==> src/rtl/cpe_pkg.sv <==
package cpe_pkg;

   typedef enum logic [2:0] {
      ST_IDLE,
      ST_RDREQ,
      ST_RDWAIT,
      ST_WRREQ,
      ST_FIN
   } cpe_state_e;

   typedef enum logic [1:0] {
      JG_CONT,
      JG_RECHECK,
      JG_PASS,
      JG_FAIL
   } cpe_judge_e;

   localparam int unsigned POS_DATA = 7;
   localparam int unsigned POS_TGL  = 6;
   localparam int unsigned POS_TMO  = 5;
   localparam logic [7:0]  RET_READ_CODE = 8'hF0;

endpackage

==> src/rtl/cpe_status_judge.sv <==
module cpe_status_judge
   import cpe_pkg::*;
(
   input  logic       toggle_mode,
   input  logic       recheck,
   input  logic [7:0] cur_stat,
   input  logic [7:0] prev_stat,
   input  logic [7:0] expect_stat,
   output cpe_judge_e verdict
);

   logic finished;

   always_comb begin
      if (toggle_mode)
         finished = (cur_stat[POS_TGL] == prev_stat[POS_TGL]);
      else
         finished = (cur_stat[POS_DATA] == expect_stat[POS_DATA]);
   end

   always_comb begin
      if (finished)
         verdict = JG_PASS;
      else if (recheck)
         verdict = JG_FAIL;
      else if (cur_stat[POS_TMO])
         verdict = JG_RECHECK;
      else
         verdict = JG_CONT;
   end

endmodule

==> src/rtl/cpe_poll_limit.sv <==
module cpe_poll_limit #(
   parameter int unsigned MAX_POLLS = 4096
) (
   input  logic clk,
   input  logic rst_n,
   input  logic clear,
   input  logic step,
   output logic last
);

   localparam int unsigned CNT_W = (MAX_POLLS > 1) ? $clog2(MAX_POLLS) : 1;
   localparam logic [CNT_W-1:0] CNT_LAST = CNT_W'(MAX_POLLS - 1);

   generate
      if (MAX_POLLS < 1) begin : g_bad_limit
         $error("cpe_poll_limit: MAX_POLLS must be at least 1");
      end
   endgenerate

   logic [CNT_W-1:0] cnt;

   always_ff @(posedge clk) begin
      if (!rst_n || clear)
         cnt <= '0;
      else if (step && cnt != CNT_LAST)
         cnt <= cnt + 1'b1;
   end

   assign last = (cnt == CNT_LAST);


   cnt_range_chk: assert property (@(posedge clk) disable iff (!rst_n)
      cnt <= CNT_LAST);

endmodule

==> src/rtl/cpe_engine.sv <==
module cpe_engine
   import cpe_pkg::*;
#(
   parameter int unsigned ADDR_W    = 18,
   parameter int unsigned DATA_W    = 16,
   parameter int unsigned MAX_POLLS = 4096
) (
   input  logic              clk,
   input  logic              rst_n,
   input  logic              start,
   input  logic              use_toggle,
   input  logic [ADDR_W-1:0] vaddr,
   input  logic [7:0]        expect_stat,
   output logic              bus_req,
   output logic              bus_we,
   output logic [ADDR_W-1:0] bus_addr,
   output logic [DATA_W-1:0] bus_wdata,
   input  logic              bus_gnt,
   input  logic              bus_rvalid,
   input  logic [DATA_W-1:0] bus_rdata,
   output logic              busy,
   output logic              done,
   output logic              pass,
   output logic              fail
);

   generate
      if (DATA_W < 8) begin : g_bad_width
         $error("cpe_engine: DATA_W must be at least 8");
      end
      if (ADDR_W < 1) begin : g_bad_addr
         $error("cpe_engine: ADDR_W must be at least 1");
      end
      if (DATA_W > 8) begin : g_wide
         logic unused_hi;
         assign unused_hi = ^bus_rdata[DATA_W-1:8];
      end
   endgenerate

   cpe_state_e        state;
   logic [ADDR_W-1:0] addr_q;
   logic [7:0]        exp_q;
   logic [7:0]        first_q;
   logic              mode_q;
   logic              recheck_q;
   logic              second_q;
   logic              verdict_q;

   logic              accept_start;
   logic              judge_now;
   logic              lim_last;
   logic              lim_step;
   cpe_judge_e        verdict;

   assign accept_start = (state == ST_IDLE) && start;
   assign judge_now    = (state == ST_RDWAIT) && bus_rvalid && (!mode_q || second_q);
   assign lim_step     = judge_now && (verdict == JG_CONT);

   cpe_status_judge u_judge (
      .toggle_mode (mode_q),
      .recheck     (recheck_q),
      .cur_stat    (bus_rdata[7:0]),
      .prev_stat   (first_q),
      .expect_stat (exp_q),
      .verdict     (verdict)
   );

   cpe_poll_limit #(.MAX_POLLS(MAX_POLLS)) u_limit (
      .clk   (clk),
      .rst_n (rst_n),
      .clear (accept_start),
      .step  (lim_step),
      .last  (lim_last)
   );

   always_ff @(posedge clk) begin
      if (!rst_n) begin
         state     <= ST_IDLE;
         addr_q    <= '0;
         exp_q     <= '0;
         first_q   <= '0;
         mode_q    <= 1'b0;
         recheck_q <= 1'b0;
         second_q  <= 1'b0;
         verdict_q <= 1'b0;
      end else begin
         unique case (state)
            ST_IDLE: begin
               if (start) begin
                  addr_q    <= vaddr;
                  exp_q     <= expect_stat;
                  mode_q    <= use_toggle;
                  recheck_q <= 1'b0;
                  second_q  <= 1'b0;
                  verdict_q <= 1'b0;
                  state     <= ST_RDREQ;
               end
            end
            ST_RDREQ: begin
               if (bus_gnt) state <= ST_RDWAIT;
            end
            ST_RDWAIT: begin
               if (bus_rvalid) begin
                  if (mode_q && !second_q) begin
                     first_q  <= bus_rdata[7:0];
                     second_q <= 1'b1;
                     state    <= ST_RDREQ;
                  end else begin
                     second_q <= 1'b0;
                     unique case (verdict)
                        JG_PASS: begin
                           verdict_q <= 1'b1;
                           state     <= ST_FIN;
                        end
                        JG_FAIL:    state <= ST_WRREQ;
                        JG_RECHECK: begin
                           recheck_q <= 1'b1;
                           state     <= ST_RDREQ;
                        end
                        default:    state <= lim_last ? ST_WRREQ : ST_RDREQ;
                     endcase
                  end
               end
            end
            ST_WRREQ: begin
               if (bus_gnt) state <= ST_FIN;
            end
            default: state <= ST_IDLE;
         endcase
      end
   end

   assign bus_req   = (state == ST_RDREQ) || (state == ST_WRREQ);
   assign bus_we    = (state == ST_WRREQ);
   assign bus_addr  = addr_q;
   assign bus_wdata = DATA_W'(RET_READ_CODE);
   assign busy      = (state != ST_IDLE);
   assign done      = (state == ST_FIN);
   assign pass      = done && verdict_q;
   assign fail      = done && !verdict_q;


   req_gap_chk: assert property (@(posedge clk) disable iff (!rst_n)
      bus_req && bus_gnt |=> !bus_req);


   req_hold_chk: assert property (@(posedge clk) disable iff (!rst_n)
      bus_req && !bus_gnt |=> bus_req && $stable(bus_addr) && $stable(bus_we));


   done_pulse_chk: assert property (@(posedge clk) disable iff (!rst_n)
      done |=> !done && !busy);


   fail_after_wr_chk: assert property (@(posedge clk) disable iff (!rst_n)
      $rose(fail) |-> $past(bus_req && bus_we && bus_gnt));


   start_ignored_chk: assert property (@(posedge clk) disable iff (!rst_n)
      busy && !done |=> $stable(bus_addr));

endmodule

==> config.mk <==
export PLATFORM = sky130hd
export DESIGN_NAME = cpe_engine
export DESIGN_NICKNAME = d
export VERILOG_FILES = /design/src/rtl/cpe_pkg.sv /design/src/rtl/cpe_status_judge.sv /design/src/rtl/cpe_poll_limit.sv /design/src/rtl/cpe_engine.sv
export SDC_FILE = /design/constraint.sdc
export NUM_CORES = 1
export LEC_CHECK = 0
export BUFFER_PORTS_ARGS = -buffer_cell sky130_fd_sc_hd__buf_2
export CORE_MARGIN = 1
export CORE_UTILIZATION = 24
export CTS_CLUSTER_SIZE = 28
export DETAILED_ROUTE_END_ITERATION = 16
export HOLD_SLACK_MARGIN = 0.02
export PLACE_DENSITY = 0.55
export SLEW_MARGIN = 20
export SYNTH_ARGS = -nofsm -noshare
export SYNTH_HDL_FRONTEND = slang
export SYNTH_SLANG_ARGS = --single-unit
==> constraint.sdc <==
create_clock -name clk -period 3.7 [get_ports clk]
set_input_delay 0.555 -clock clk [delete_from_list [all_inputs] [get_ports clk]]
set_output_delay 0.555 -clock clk [all_outputs]
set_load 0.005 [all_outputs]
# == Word level (Yosys, flattened, before mapping) ==
# Index checks and enable logic that the tools add are counted.
# totals
regBits,52
latch_bits,0
ram_bits,0
mem_bits_ro,0
output_inout_bits,40
elab_cells,77
n_memories,0
# classes
addsub,1
multipliers,0
div_mod_pow,0
order_cmp,0
eq_ne,18
shift,0
n_mux,24
bitwise_logic,0
reduce_logical,25
# ops
op,n
two-way mux 3 bit,5
adder 12 x 1 -> 12 bit (second input constant),1
== test 12 bit (second input constant),1
!= test 12 bit (second input constant),1
one-hot mux 3 bit (4 select lines),1
two-way mux 1 bit,11
AND reduction 5 bit,2
one-hot mux 3 bit (3 select lines),1
logical AND 1 bit,8
!= test 2 bit (second input constant),4
== test 3 x 2 -> 1 bit (second input constant),2
two-way mux 2 bit,3
!= test 2 x 1 -> 1 bit (second input constant),3
one-hot mux 1 bit (2 select lines),3
AND reduction 3 bit,2
== test 2 bit (second input constant),2
zero test 1 bit,4
AND reduction 4 bit,1
== test 3 x 1 -> 1 bit (second input constant),1
== test 3 bit (second input constant),1
zero test 3 bit,1
logical OR 1 bit,3
nonzero test 3 bit,1
== test 1 bit,2
4 further kinds,4

# == Logic depth before layout (Yosys ltp) ==
# Gate-level depths: netlist of run 1.
# depth
depth_word,8
depth_mapped,8
ltp_nobuf,5

# == Modules after synthesis ==
# A second synthesis of run 1 with hierarchy kept.
# unflattened
cells_unflattened,286
hier_area_um2,2658.8
# by_module_without_submodules
mod,n_inst,cells_per_inst,area_per_inst_um2
cpe_engine,1,213,2008.2
cpe_poll_limit,1,67,609.3
cpe_status_judge,1,6,41.3

# == Worst setup path after synthesis of run 1 ==
# OpenSTA, ideal clock, no wires.
# synth_timing
path_type,input port to flip-flop
startpoint,input port start
endpoint,register u_limit.cnt[3]
t_arrival_ps,1638
required_ps,3571
path_slack_ps,1933
path_stages,7
path_cell_list,or4b_4 and2_4 buf_6 buf_6 buf_6 nand2_1 mux2i_1
# synth_between
elab_chain_cells,2
# synth_rtl
item,line_no,rtl
from (decl),cpe_engine.sv:10,"input logic start,"
logical AND 1 bit,cpe_engine.sv:55,assign accept_start = (state == ST_IDLE) && start;
logical OR 1 bit,cpe_poll_limit.sv:23,if (!rst_n || clear)
to (signal assigned),cpe_poll_limit.sv:26,cnt <= cnt + 1'b1;
to (decl),cpe_poll_limit.sv:20,logic [CNT_W-1:0] cnt;
# Every way passes these cells.
# A chain may end at the register's enable or synchronous reset.

# == Final worst setup path of run 1 ==
# layout_timing
startpoint,register state[0]
endpoint,register u_limit.cnt[0]
# layout_between
elab_chain_cells,5
elab_cells_between_ends,8
cone_classes,eq/ne: 1; reduce/logical: 7
# layout_rtl
item,line_no,rtl
from (decl),cpe_engine.sv:40,cpe_state_e state;
from (signal assigned),cpe_engine.sv:120,default: state <= lim_last ? ST_WRREQ : ST_RDREQ;
== test 3 x 2 -> 1 bit,cpe_engine.sv:56,assign judge_now = (state == ST_RDWAIT) && bus_rvalid && (!mode_q || second_q);
logical AND 1 bit (2 in series),cpe_engine.sv:56,
logical AND 1 bit,cpe_engine.sv:57,assign lim_step = judge_now && (verdict == JG_CONT);
logical AND 1 bit,cpe_poll_limit.sv:25,else if (step && cnt != CNT_LAST)
# Parallel ways exist; a longest one is shown, timed or not.

==> out/results.txt, run 1 <==
Status - finished clean
Most frequent cells in the layout - nand2_1 (57), buf_2 (51), dfxtp_1 (39)
Kind of critical path - reg -> reg
Lkg Pwr - 0.980 nW
Total Die Area - 8910 sq um
Post-CTS Setup Bufs - 0
CP max stage cell - nor3_1
Hold Buf Count CTS - 0
CP required - 3.92 ns
Initial drt markers - 49
Synth Instances - 245
Crit. End Element - register
Initial Util - 0.248
Share of cells above drive strength 1 - 0.220
Finished Layout Cells - 392
Worst slew margin - 0.522
Final Total Pwr - 0.985 mW
Average wire per standard cell - 11.2 microns
Int Power - 0.685 mW
Placed insts - 384
Detail Route Antenna Nets - 0
PortBufs - 51
WP data arrival - 2.14 ns
Seq/Total Area, Yosys - 0.381
TritonCTS clock tree - yes
Final setup violation count - 0
Min Clock Period, post-route - 1.92 ns
Logic pwr share - 0.197
Crit-path cells - nor2_1, nand4_1, nor3_1, mux2i_1
Net Switching - 0.300 mW
Drt total wl - 4.39 mm
Nets - 335
Synth unique cells - 36
Setup Skew - 0.00741 ns
HPWL after detailed placement - 3.03 mm
Fmax - 520 MHz
Final slew viol count - 0
Hold Path Sink - bus_addr[3]
Clock-pin slew of the registers on the worst-case setup and hold paths - 0.08 ns
Drt pass-1 iters - 4
Setup tns final - 0 ns
Crit start category - register
Area grow syn2layout - 16.0%
Switching portion of total power - 0.305
Via/cell ratio - 4.37
Post_cts resized - 0
RR Endpoint - u_limit.cnt[0]
DIE WIDTH - 94.4 microns
Total CTS buffers - 5
Remaining DRCs - 0
FP Rows - 33
Synthesized area - 2050 sq um
Placer Congestion - 0.764
Fin crit share - 0.519
Clock sink count - 39
Max VDD drop - 0.000200 V
Clk Latency, worst-skew pair - 0.29 ns
PD cells - 415 nW/um^2
Final hold viol count - 0
Vias in the first global route - 1,600
First-pass GRT wire length - 7.41 mm
Avg Inst Size Synth - 8.36 sq um
Tightest Pin Transition - 0.718 ns
FF-to-FF path depth - 4
Largest net degree at the start of global routing - 27
Ant. Diodes - 0
CP max stage delay - 0.50 ns
Hold path start - bus_addr[3]
Flop2flop setup slack - 1.78 ns
Max_cap viols - 0
Hold depth - 2
Max clock buf depth - 2
Flop pwr share - 0.483
Worst hold path class - reg -> reg
Worst-path fanout max - 11
Root buf cell - clkbuf_8
H-Tree Depth - 2
Vias - 1,713
Yosys warns - 0
Most common cell after layout, fill and taps aside - nand2_1
Die Ht - 94.4 microns
Seq cells post-synth - 39
Initial antenna violation count - 0
I/O Pins - 88
Clk pwr share - 0.320
Grt ovf - 0
Core box area - 8260 sq um
Unrepaired setup endpoints after global routing - false
Total global-route track usage - 0.105
Reg-to-Reg Start - state[0]
-- power by group through the flow --
stage,Combinational (mW),Clock [mW],Sequential [mW]
floorplan,0.159,0,0.478
global placement,0.197,0,0.484
detailed placement,0.198,0,0.486
CTS,0.199,0.332,0.476
global route,0.223,0.352,0.482
finish,0.194,0.315,0.476
-- area by class of cell --
class                   count  area (sq um)
well taps                 105           131
clock buffers               6          82.6
fillers                   915          5880
multi-input cells         185          1090
clock inverters             2          16.3
inverters                   4          15.0
repair buffers             51           255
flip-flops and latches     39           781
-- sequential cells by signal, summed over array words and instances, names as in the netlist --
| name | count |
|---|---|
| bus_addr | 18 |
| u_limit.cnt | 12 |
| state | 3 |
| exp_q | 1 |
| first_q | 1 |
| mode_q | 1 |
| recheck_q | 1 |
| second_q | 1 |
| verdict_q | 1 |
-- how the worst max path moves through the flow --
stage	startpoint	end	slack [ns]
floorplan	start	u_limit.cnt[3]	1.93
global placement	bus_rdata[5]	u_limit.cnt[1]	1.74
detailed placement	bus_rdata[5]	u_limit.cnt[1]	1.73
CTS	state[1]	bus_addr[8]	1.75
global route	state[1]	bus_addr[8]	1.54
finish	state[0]	u_limit.cnt[0]	1.78
-- critical path, delay by kind of cell, from the launching register on --
kind | cells | cell delay (ns)
flip-flops | 1 | 0.40
AND/OR/NAND/NOR | 3 | 1.22
multiplexers | 1 | 0.22
-- synth_stat cells (all sizes together) --
| library cell | instances | area (sq um) |
|---|---|---|
| nand2 | 57 | 214 |
| dfxtp | 39 | 781 |
| buf | 23 | 180 |
| a21boi | 22 | 165 |
| mux2i | 13 | 130 |
| nand2b | 13 | 81.3 |
| nor4 | 10 | 62.6 |
| clkbuf | 8 | 30.0 |
| and2 | 6 | 40.0 |
| nand3 | 6 | 30.0 |
| nor2 | 5 | 18.8 |
| nor2b | 5 | 31.3 |
| and3 | 4 | 25.0 |
| inv | 4 | 15.0 |
| and4 | 3 | 26.3 |
| nand4 | 3 | 18.8 |
| conb | 2 | 7.51 |
| mux2 | 2 | 22.5 |
| nor3 | 2 | 10.0 |
| nor3b | 2 | 15.0 |
| o21ai | 2 | 10.0 |
| o311a | 2 | 20.0 |
| xnor2 | 2 | 17.5 |
| a2111oi | 1 | 8.76 |
| a41oi | 1 | 8.76 |
| and3b | 1 | 8.76 |
| ha | 1 | 12.5 |
| nand3b | 1 | 7.51 |
| nor4b | 1 | 8.76 |
| o211a | 1 | 10.0 |
| o22a | 1 | 8.76 |
| o31a | 1 | 8.76 |
| or4b | 1 | 13.8 |
-- through the flow --
| step | hold WS (ns) | util | worst slack (ns) | instance area, sq um |
|---|---|---|---|---|
| 2_1_floorplan | 0.438 | - | 1.93 | 2100 |
| 4_1_cts | 0.467 | 0.288 | 1.75 | 2380 |
| 5_1_grt | 0.488 | 0.288 | 1.54 | 2380 |
| 3_3_place_gp | 0.449 | 0.276 | 1.74 | 2280 |
| 3_5_place_dp | 0.456 | 0.276 | 1.73 | 2280 |
| 6_report | 0.463 | 0.288 | 1.78 | 2380 |
-- logic make-up (layout without fill, tap and decap cells) --
logic type | Yosys count | after routing | synth area share
other | 2 | 16 | 0.00367
AO/OA/AOI/OAI | 31 | 31 | 0.117
AND/OR/NAND/NOR | 120 | 120 | 0.299
flip-flops | 39 | 39 | 0.381
multiplexers | 15 | 15 | 0.0745
buffers and inverters | 35 | 63 | 0.110
adder cells (fa/ha/maj) | 1 | 1 | 0.00611
XOR/XNOR | 2 | 2 | 0.00855
-- layer usage --
metal	global-route usage	wire, microns
met1	0.130	2140
met3	0.0177	155
met2	0.175	2020
met4	0.0513	70
met5	0	0
(Power assumes the default switching activity.)
==> run 2, diff against run 1 <==
--- a/config.mk
+++ b/config.mk
@@ -11,7 +11,7 @@
 export CTS_CLUSTER_SIZE = 28
 export DETAILED_ROUTE_END_ITERATION = 16
 export HOLD_SLACK_MARGIN = 0.02
-export PLACE_DENSITY = 0.55
+export PLACE_DENSITY = 0.57
 export SLEW_MARGIN = 20
 export SYNTH_ARGS = -nofsm -noshare
 export SYNTH_HDL_FRONTEND = slang
==> constraint.sdc (replaced) <==
create_clock -name clk -period 1.72 [get_ports clk]
set_input_delay 0.258 -clock clk [delete_from_list [all_inputs] [get_ports clk]]
set_output_delay 0.258 -clock clk [all_outputs]
set_load 0.005 [all_outputs]
==> run 2 against run 1 <==
  * Power rose by 120%
  * Sequential power rose by 110%
  * Critical path depth did not move
  * Die area did not move
  * Largest cell class unchanged
  * Non-clock buffer count rose by 21
  * Largest power group unchanged
  * Global-route usage fell by 0.29 points
  * Clock power rose by 90%
==> out/results.txt, run 2 (synthesized netlist as in run 1, its figures left out) <==
Status - finished clean (unchanged)
Largest net degree at the start of global routing - 27 (unchanged)
Via/cell ratio - 4.39 (was 4.37)
I/O Pins - 88 (unchanged)
Initial drt markers - 83 (was 49)
Fin Hold WS - 0.212 ns (was 0.463 ns)
PD cells - 816 nW/um^2 (was 415 nW/um^2)
Clock sink count - 39 (unchanged)
Grt ovf - 0 (unchanged)
Fin crit share - 0.956
Remaining DRCs - 0 (unchanged)
Fmax - 608 MHz
Root buf cell - clkbuf_8 (unchanged)
Initial Util - 0.248 (unchanged)
Most common cell after layout, fill and taps aside - nand2_1 (unchanged)
FF-to-FF path depth - 6 (was 4)
Post-CTS Setup Bufs - 0 (unchanged)
Worst-path fanout max - 7 (was 11)
DIE WIDTH - 94.4 microns (unchanged)
Clk Latency, worst-skew pair - 0.29 ns (about the same)
Drt total wl - 4.49 mm (was 4.39 mm)
Clock-pin slew of the registers on the worst-case setup and hold paths - 0.08 ns (about the same)
Worst hold path class - in -> reg (was reg -> reg)
Final Total Pwr - 2.12 mW (was 0.985 mW)
Crit path from - state[0] (unchanged)
Crit start category - register (unchanged)
Max VDD drop - 0.000273 V (was 0.000200 V)
Vias - 1,816 (was 1,713)
TritonCTS clock tree - yes (unchanged)
Detail Route Antenna Nets - 0 (unchanged)
Vias in the first global route - 1,636 (was 1,600)
Crit-path cells - buf_4, nor3b_2, and2_1, buf_2 (was nor2_1, nand4_1, nor3_1, mux2i_1)
HPWL after detailed placement - 3.31 mm (was 3.03 mm)
FP Rows - 33 (unchanged)
Share of cells above drive strength 1 - 0.305 (was 0.220)
Hold Buf Count CTS - 0 (unchanged)
Lkg Pwr - 1.09 nW (was 0.980 nW)
Sequential cell area - 781 sq um (unchanged)
Kind of critical path - reg -> out (was reg -> reg)
Worst setup path end - fail (was u_limit.cnt[0])
Average wire per standard cell - 10.8 microns (was 11.2 microns)
Setup Skew - 0.00636 ns (was 0.00741 ns)
Core box area - 8260 sq um (unchanged)
Total Die Area - 8910 sq um (unchanged)
Max FFs per register - 18 (unchanged)
Drt pass-1 iters - 4 (unchanged)
Final slew viol count - 0 (unchanged)
Final setup violation count - 0 (unchanged)
Final hold viol count - 0 (unchanged)
Die Ht - 94.4 microns (unchanged)
Initial antenna violation count - 1 (was 0)
First-pass GRT wire length - 7.26 mm (was 7.41 mm)
Max clock buf depth - 2 (unchanged)
RR Endpoint - state[1] (was u_limit.cnt[0])
H-Tree Depth - 2 (unchanged)
CP required - 1.46 ns (was 3.92 ns)
Area of the multi-input gates - 1160 sq um (was 1090 sq um)
CP max stage cell - dfxtp_1 (was nor3_1)
Reg-to-Reg Start - u_limit.cnt[0] (was state[0])
Fin util - 0.315 (was 0.288)
CP max stage delay - 0.39 ns (was 0.50 ns)
Flop2flop setup slack - 0.10 ns (was 1.78 ns)
PortBufs - 51 (unchanged)
Total CTS buffers - 5 (unchanged)
Setup tns final - 0 ns (unchanged)
Area grow syn2layout - 26.9% (was 16.0%)
Nets - 356 (was 335)
Crit. End Element - output pin (was register)
Final-layout fill cell count - 883 (was 915)
WP data arrival - 1.39 ns (was 2.14 ns)
Min Clock Period, post-route - 1.65 ns
Most frequent cells in the layout - nand2_1 (57), buf_2 (51), dfxtp_1 (39) (unchanged)
Placer Congestion - 0.767 (was 0.764)
Max_cap viols - 0 (unchanged)
Unrepaired setup endpoints after global routing - false (unchanged)
Total global-route track usage - 0.102 (was 0.105)
-- run 2: cell types whose count changed in the layout (fill, tap and decap cells not counted), sizes merged --
cell	before	now
clkbuf	6	7
diode	0	1
clkinvlp	1	0
buf	51	72
-- run 2: final cells by class --
class | count | share of cell area
Tap cell | 105 | 0.0505
Clock inverter | 1 | 0.00192
Multi-Input combinational cell | 185 | 0.448
Clock buffer | 7 | 0.0294
Inverter | 4 | 0.00577
Timing Repair Buffer | 72 | 0.164
Sequential cell | 39 | 0.300
Antenna cell | 1 | 0.000962
-- run 2: worst min path at each step --
stage,cells after the start,end,start
detailed placement,2,bus_addr[2],bus_addr[2]
global placement,2,bus_addr[2],bus_addr[2]
finish,3,bus_addr[3],vaddr[3]
CTS,3,bus_addr[3],vaddr[3]
global route,3,bus_addr[0],vaddr[0]
floorplan,2,bus_addr[12],vaddr[12]
-- run 2: stage by stage --
| step | instances | area [sq um] | worst slack (ns) |
|---|---|---|---|
| after global routing | 413 | 2600 | 0.00830 |
| after floorplan | 259 | 2100 | 0.0144 |
| after global placement | 405 | 2450 | 0.0288 |
| final | 414 | 2600 | 0.0749 |
| after CTS | 413 | 2530 | -0.0260 |
| after detailed placement | 405 | 2450 | -0.00873 |
-- run 2: per-layer routing --
metal,wire [microns],GRT usage,vias to the layer above
met1,2030,0.118,844
met2,2160,0.181,45
met5,0,0,-
li1,-,-,923
met4,64,0.0385,0
met3,237,0.0250,4
-- run 2: worst max-delay path, delay by kind of cell (launching register included) --
| family | cells | cell delay [ns] |
|---|---|---|
| AND/OR/NAND/NOR | 2 | 0.43 |
| buffers and inverters | 2 | 0.28 |
| flip-flops | 1 | 0.39 |
-- run 2: where the power goes --
part	switching [mW]	internal (mW)	leakage (nW)
registers	0.0461	0.969	0.318
clock network	0.316	0.285	0.0422
logic	0.268	0.240	0.734
total	0.630	1.49	1.09
-- run 2: timing repair --
item	CTS	global route
resized for setup	1	12
setup endpoints to repair	7	13
cloned	0	0
pin swaps	0	0
